**src/rtl/wdt_pkg.sv**
```systemverilog
`timescale 1ns/1ps
package wdt_pkg;
  localparam int unsigned CODE_MIN = 3;
  localparam int unsigned CODE_MAX = 10;
  localparam logic [15:0] OFS_PERIOD = 16'h3004;
  localparam logic [15:0] OFS_SELECT = 16'h3008;
  localparam logic [15:0] OFS_CTRL   = 16'h300C;
  localparam int unsigned BIT_EN     = 0;
  localparam int unsigned BIT_CLR    = 1;
  localparam int unsigned BIT_STAT   = 8;
  localparam int unsigned BIT_IRQONLY = 1;
  typedef logic [3:0] period_code_t;
endpackage

```
**src/rtl/wdt_regs.sv**
```systemverilog
`timescale 1ns/1ps
module wdt_regs
  import wdt_pkg::*;
#(
  parameter int ADDR_W = 16,
  parameter int DATA_W = 32
) (
  input  logic              clk,
  input  logic              rst,
  input  logic              wr,
  input  logic              rd,
  input  logic [ADDR_W-1:0] addr,
  input  logic [DATA_W-1:0] wdata,
  input  logic              status,
  output logic [DATA_W-1:0] rdata,
  output period_code_t      code,
  output logic              irq_only,
  output logic              en,
  output logic              load,
  output logic              halt
);
  logic hit_per, hit_sel, hit_ctl, wr_ctl;
  period_code_t code_in;

  assign hit_per = (addr == ADDR_W'(OFS_PERIOD));
  assign hit_sel = (addr == ADDR_W'(OFS_SELECT));
  assign hit_ctl = (addr == ADDR_W'(OFS_CTRL));
  assign wr_ctl  = wr && hit_ctl;
  assign load    = wr_ctl && wdata[BIT_EN] && wdata[BIT_CLR];
  assign halt    = wr_ctl && !wdata[BIT_EN];

  always_comb begin
    code_in = wdata[3:0];
    if (code_in < period_code_t'(CODE_MIN))      code_in = period_code_t'(CODE_MIN);
    else if (code_in > period_code_t'(CODE_MAX)) code_in = period_code_t'(CODE_MAX);
  end

  logic [1:0] sel_q;
  assign irq_only = sel_q[BIT_IRQONLY];

  always_ff @(posedge clk) begin
    if (rst) begin
      code  <= period_code_t'(CODE_MIN);
      sel_q <= 2'b00;
      en    <= 1'b0;
    end else if (wr) begin
      if (hit_per) code  <= code_in;
      if (hit_sel) sel_q <= wdata[1:0];
      if (hit_ctl) en    <= wdata[BIT_EN];
    end
  end

  logic [DATA_W-1:0] rd_mux;
  always_comb begin
    rd_mux = '0;
    if (hit_per) rd_mux[3:0] = code;
    if (hit_sel) rd_mux[1:0] = sel_q;
    if (hit_ctl) begin
      rd_mux[BIT_EN]   = en;
      rd_mux[BIT_STAT] = status;
    end
  end

  always_ff @(posedge clk) begin
    if (rst)     rdata <= '0;
    else if (rd) rdata <= rd_mux;
  end
endmodule

```
**src/rtl/wdt_prescaler.sv**
```systemverilog
`timescale 1ns/1ps
module wdt_prescaler #(
  parameter int TICKS_PER_SEC = 50_000_000
) (
  input  logic clk,
  input  logic rst,
  input  logic run,
  input  logic restart,
  output logic tick
);
  generate
    if (TICKS_PER_SEC <= 1) begin : g_direct
      assign tick = run;
    end else begin : g_div
      localparam int PW = $clog2(TICKS_PER_SEC);
      localparam logic [PW-1:0] LAST = PW'(TICKS_PER_SEC - 1);
      logic [PW-1:0] cnt;
      always_ff @(posedge clk) begin
        if (rst || restart)  cnt <= '0;
        else if (run)        cnt <= (cnt == LAST) ? '0 : cnt + 1'b1;
      end
      assign tick = run && (cnt == LAST);
    end
  endgenerate
endmodule

```
**src/rtl/wdt_countdown.sv**
```systemverilog
`timescale 1ns/1ps
module wdt_countdown
  import wdt_pkg::*;
#(
  parameter int CNT_W         = 8,
  parameter int RST_PULSE_LEN = 16
) (
  input  logic         clk,
  input  logic         rst,
  input  logic         run,
  input  logic         load,
  input  logic         halt,
  input  logic         tick,
  input  period_code_t code,
  input  logic         irq_only,
  output logic         status,
  output logic         irq,
  output logic         rst_req
);
  localparam int PCW = $clog2(RST_PULSE_LEN + 1);

  logic [CNT_W-1:0] cnt;
  logic [CNT_W-1:0] reload;
  logic             fire;
  logic [PCW-1:0]   pcnt;

  assign reload = CNT_W'(1) << (code - period_code_t'(CODE_MIN));
  assign fire   = run && tick && (cnt == CNT_W'(1)) && !load && !halt;

  always_ff @(posedge clk) begin
    if (rst) begin
      cnt    <= '0;
      status <= 1'b0;
      irq    <= 1'b0;
    end else if (load) begin
      cnt    <= reload;
      status <= 1'b1;
      irq    <= 1'b0;
    end else if (halt) begin
      cnt    <= '0;
      status <= 1'b0;
      irq    <= 1'b0;
    end else if (fire) begin
      cnt    <= '0;
      irq    <= 1'b1;
    end else if (run && tick && cnt != '0) begin
      cnt    <= cnt - 1'b1;
    end
  end

  always_ff @(posedge clk) begin
    if (rst) begin
      rst_req <= 1'b0;
      pcnt    <= '0;
    end else if (fire && !irq_only) begin
      rst_req <= 1'b1;
      pcnt    <= PCW'(RST_PULSE_LEN - 1);
    end else if (pcnt != '0) begin
      pcnt    <= pcnt - 1'b1;
    end else begin
      rst_req <= 1'b0;
    end
  end
endmodule

```
**src/rtl/pow2_watchdog.sv**
```systemverilog
`timescale 1ns/1ps
module pow2_watchdog
  import wdt_pkg::*;
#(
  parameter int ADDR_W        = 16,
  parameter int DATA_W        = 32,
  parameter int TICKS_PER_SEC = 50_000_000,
  parameter int RST_PULSE_LEN = 16
) (
  input  logic              clk,
  input  logic              rst,
  input  logic              bus_wr,
  input  logic              bus_rd,
  input  logic [ADDR_W-1:0] bus_addr,
  input  logic [DATA_W-1:0] bus_wdata,
  output logic [DATA_W-1:0] bus_rdata,
  output logic              irq_o,
  output logic              rst_req_o
);
  localparam int CNT_W = CODE_MAX - CODE_MIN + 1;

  period_code_t period_code;
  logic irq_only, en_q, load, halt, status, tick;

  wdt_regs #(.ADDR_W(ADDR_W), .DATA_W(DATA_W)) u_regs (
    .clk(clk), .rst(rst), .wr(bus_wr), .rd(bus_rd), .addr(bus_addr),
    .wdata(bus_wdata), .status(status), .rdata(bus_rdata),
    .code(period_code), .irq_only(irq_only), .en(en_q),
    .load(load), .halt(halt)
  );

  wdt_prescaler #(.TICKS_PER_SEC(TICKS_PER_SEC)) u_presc (
    .clk(clk), .rst(rst), .run(en_q), .restart(load), .tick(tick)
  );

  wdt_countdown #(.CNT_W(CNT_W), .RST_PULSE_LEN(RST_PULSE_LEN)) u_cnt (
    .clk(clk), .rst(rst), .run(en_q), .load(load), .halt(halt),
    .tick(tick), .code(period_code), .irq_only(irq_only),
    .status(status), .irq(irq_o), .rst_req(rst_req_o)
  );
endmodule

```
**config.mk**
```make
export PLATFORM = sky130hd
export DESIGN_NAME = pow2_watchdog
export DESIGN_NICKNAME = d
export VERILOG_FILES = /design/src/rtl/wdt_pkg.sv /design/src/rtl/wdt_regs.sv /design/src/rtl/wdt_prescaler.sv /design/src/rtl/wdt_countdown.sv /design/src/rtl/pow2_watchdog.sv
export SDC_FILE = /design/constraint.sdc
export NUM_CORES = 1
export LEC_CHECK = 0
export BUFFER_PORTS_ARGS = -buffer_cell sky130_fd_sc_hd__buf_2
export CAP_MARGIN = 20
export CORE_UTILIZATION = 39
export DETAILED_ROUTE_END_ITERATION = 7
export PLACE_DENSITY = 0.76
export SLEW_MARGIN = 20
export SYNTH_ARGS = -nofsm -noshare
export SYNTH_HDL_FRONTEND = slang
export SYNTH_SLANG_ARGS = --single-unit
```
**constraint.sdc**
```tcl
create_clock -name clk -period 2.3 [get_ports clk]
set_clock_uncertainty 0.05 [all_clocks]
set_input_delay 0.23 -clock clk [delete_from_list [all_inputs] [get_ports clk]]
set_output_delay 0.23 -clock clk [all_outputs]
set_load 0.05 [all_outputs]
```
==> flow_summary.json <==
{
  "status": "complete, no violations",
  "first_global_vias": 2368,
  "post_synth_xor_area_fraction": 0.0781,
  "min_period_ps": 2110,
  "num_io_pins": 86,
  "setup_ws_ps": 186,
  "synth_simple_gate_area_frac": 0.291,
  "dp_hpwl_microns": 4490,
  "diodes": 0,
  "post-route-util": 0.464,
  "ys_warn_count": 0,
  "worst_pin_slew_ps": 514,
  "drv_slew": 0,
  "cts_tree": "done",
  "holdCritStartpoint": "bus_wdata[1]",
  "cellPowerDensity_nw_per_um2": 632,
  "die_y_microns": 90.1,
  "reg2regPathDepth": 6,
  "end_kind": "flop",
  "synthFlopType": "dfxtp_1",
  "synth_area_per_cell_sq_um": 8.43,
  "synth_top_family_by_area": "simple AND/OR/NAND/NOR gates",
  "crit_type": "reg -> reg",
  "synthTopCellsByCount": "dfxtp_1, nor2_1, buf_4",
  "drc": 0,
  "cts_buffers": 5,
  "fmax_mhz": 473,
  "antenna_left": 0,
  "holdPathStages": 3,
  "slew_headroom": 0.657,
  "critical_path.max_fanout": 6,
  "antenna_found_initial": 0,
  "synth.most_common_cell": "dfxtp_1",
  "overflow": 0,
  "cts.clk_slew.worst_paths_ps": 100,
  "hold_viol": 0,
  "dieWidth_microns": 90.1,
  "grt_pass1_wl_microns": 10900,
  "rsz0062_at_grt": "no",
  "maxCapViolCount": 0,
  "area_delta_synth_final_pct": 13.0,
  "synth_cell_type_count": 54,
  "vias_per_cell": 5.26,
  "synth_cells": 359,
  "synth_top_area_cell": "dfxtp_1",
  "holdBufCountCts": 0,
  "dp_slack_ps": 114,
  "period_share": 0.919,
  "vias": 2613,
  "cp_data_arrival_time_ps": 2280,
  "hold_class": "in -> reg",
  "clock_latency_ps": 310,
  "setup_tns_ps": 0,
  "synth_edf_count": 0,
  "core_sq_um": 7370,
  "dieArea_sq_um": 8120,
  "critPathLaunchType": "flop",
  "synth_compound_area_frac": 0.127,
  "dp_cells": 488,
  "synth_fa_ha_area_frac": 0.0248,
  "hold_ws_ps": 143,
  "wl_per_cell_microns": 12.7,
  "synth_mux_area_frac": 0.0240,
  "layout-drive-gt1-share": 0.176,
  "stdcell_count": 497,
  "setup_viol": 0,
  "clkSinkCount": 54,
  "async_flop_share": 0,
  "h-tree-depth": 2,
  "root_buffer": "clkbuf_8",
  "syn_area_sq_um": 3030,
  "ys_ff_latch": 54,
  "post-synth-top-area-fraction": 0.357,
  "initial_utilization": 0.411,
  "drt-initial-drc-count": 127,
  "timing.rr.end": "u_cnt.pcnt[4]",
  "timing.rr.start": "u_presc.g_div.cnt[0]",
  "ys_seq_area_frac": 0.357,
  "ir_drop_v": 0.000254,
  "grt_use_total": 0.160,
  "grt_max_degree": 27,
  "whs_endpoint": "u_regs.sel_q[1]",
  "rows": 31,
  "dr.pass1.iters": 4,
  "rrSetupSlack_ps": 190,
  "cp.required_ps": 2470,
  "synth_area_leaders": "dfxtp_1, buf_4, nor2_1",
  "place_congestion": 0.847,
  "routed_wl_microns": 6290,
  "io_buffer_count": 30,
  "nets": 455,
  "leakage_uw": 0.00139,
  "clock_path_buffers": 2
}
==> per-stage QoR <==
step	instance area, sq um	total power, uW
5_1_grt	3420	2270
3_3_place_gp	3240	1380
6_report	3420	2160
2_1_floorplan	3120	1360
4_1_cts	3380	2180
3_5_place_dp	3240	1400
==> area by class of cell <==
cell class,instances,area [sq um]
fillers,722,3950
multi-input cells,283,1780
flip-flops and latches,54,1080
repair buffers,42,253
well taps,99,124
clock buffers,6,82.6
clock inverters,2,60.1
inverters,11,41.3
==> repair_timing <==
item	4_1_cts	5_1_grt
setup buffers	0	1
resized for setup	0	5
setup endpoints to repair	0	9
==> kinds of logic after synthesis <==
group,after synthesis
multiplexers,7
AND/OR/NAND/NOR,157
AO/OA/AOI/OAI,59
XOR/XNOR,27
adder cells (fa/ha/maj),6
other,1
flip-flops,54
buffers and inverters,48
==> routing by layer <==
metal | up-vias | routed length [microns] | global-route usage | share of wire
met5 | - | 0 | 0 | 0
met4 | 0 | 36 | 0.0430 | 0.0057
met3 | 5 | 304 | 0.0321 | 0.048
met2 | 81 | 3060 | 0.273 | 0.49
met1 | 1233 | 2890 | 0.205 | 0.46
li1 | 1294 | - | - | -
==> placed cells by master, fill, tap and decap left out, drive strengths merged, types with 3 or more instances in the layout <==
| cell type | n |
|---|---|
| inv | 11 |
| xnor2 | 15 |
| nand2b | 7 |
| a22oi | 7 |
| nand4 | 8 |
| nor4 | 13 |
| and4 | 3 |
| o211ai | 8 |
| nor3 | 8 |
| clkbuf | 6 |
| or4 | 3 |
| dfxtp | 54 |
| ha | 6 |
| nand3 | 18 |
| a21oi | 24 |
| nor2b | 4 |
| xor2 | 12 |
| nor2 | 46 |
| nand3b | 4 |
| conb | 27 |
| nand2 | 24 |
| o21ai | 8 |
| mux2i | 5 |
| and3 | 4 |
| buf | 42 |
==> critical path, cell delays in order, from the launching register on <==
cell and delay, ps:
dfxtp_1 400, ha_1 190, nand4_1 180, nor4_4 460, nand3_4 110, or3b_4 440, and3_1 190
==> worst max-delay path by stage <==
stage	from	end	slack, ps	depth (start not counted)
after global placement	u_cnt.cnt[3]	u_cnt.pcnt[4]	160	5
after global routing	u_presc.g_div.cnt[0]	u_cnt.cnt[3]	60	7
after detailed placement	u_cnt.cnt[3]	u_cnt.pcnt[4]	110	5
after CTS	u_cnt.cnt[3]	u_cnt.pcnt[4]	90	5
final	u_presc.g_div.cnt[0]	u_cnt.pcnt[4]	190	6
after floorplan	u_presc.g_div.cnt[0]	u_cnt.pcnt[4]	140	7
==> where the power goes <==
group          internal, uW  switching (uW)  leakage (uW)  total (uW)
Combinational           137             250      0.000884         387
Sequential              970            24.6      0.000436         995
Clock                   464             316     0.0000714         780
==> state kept, by name, summed over array words and instances (netlist names), 2 cells and up <==
register	cells
u_cnt.pcnt	5
u_presc.g_div.cnt	26
u_cnt.cnt	8
u_regs.code	4
u_regs.rdata	5
u_regs.sel_q	2
No activity file was read; power rests on OpenSTA's default activity.
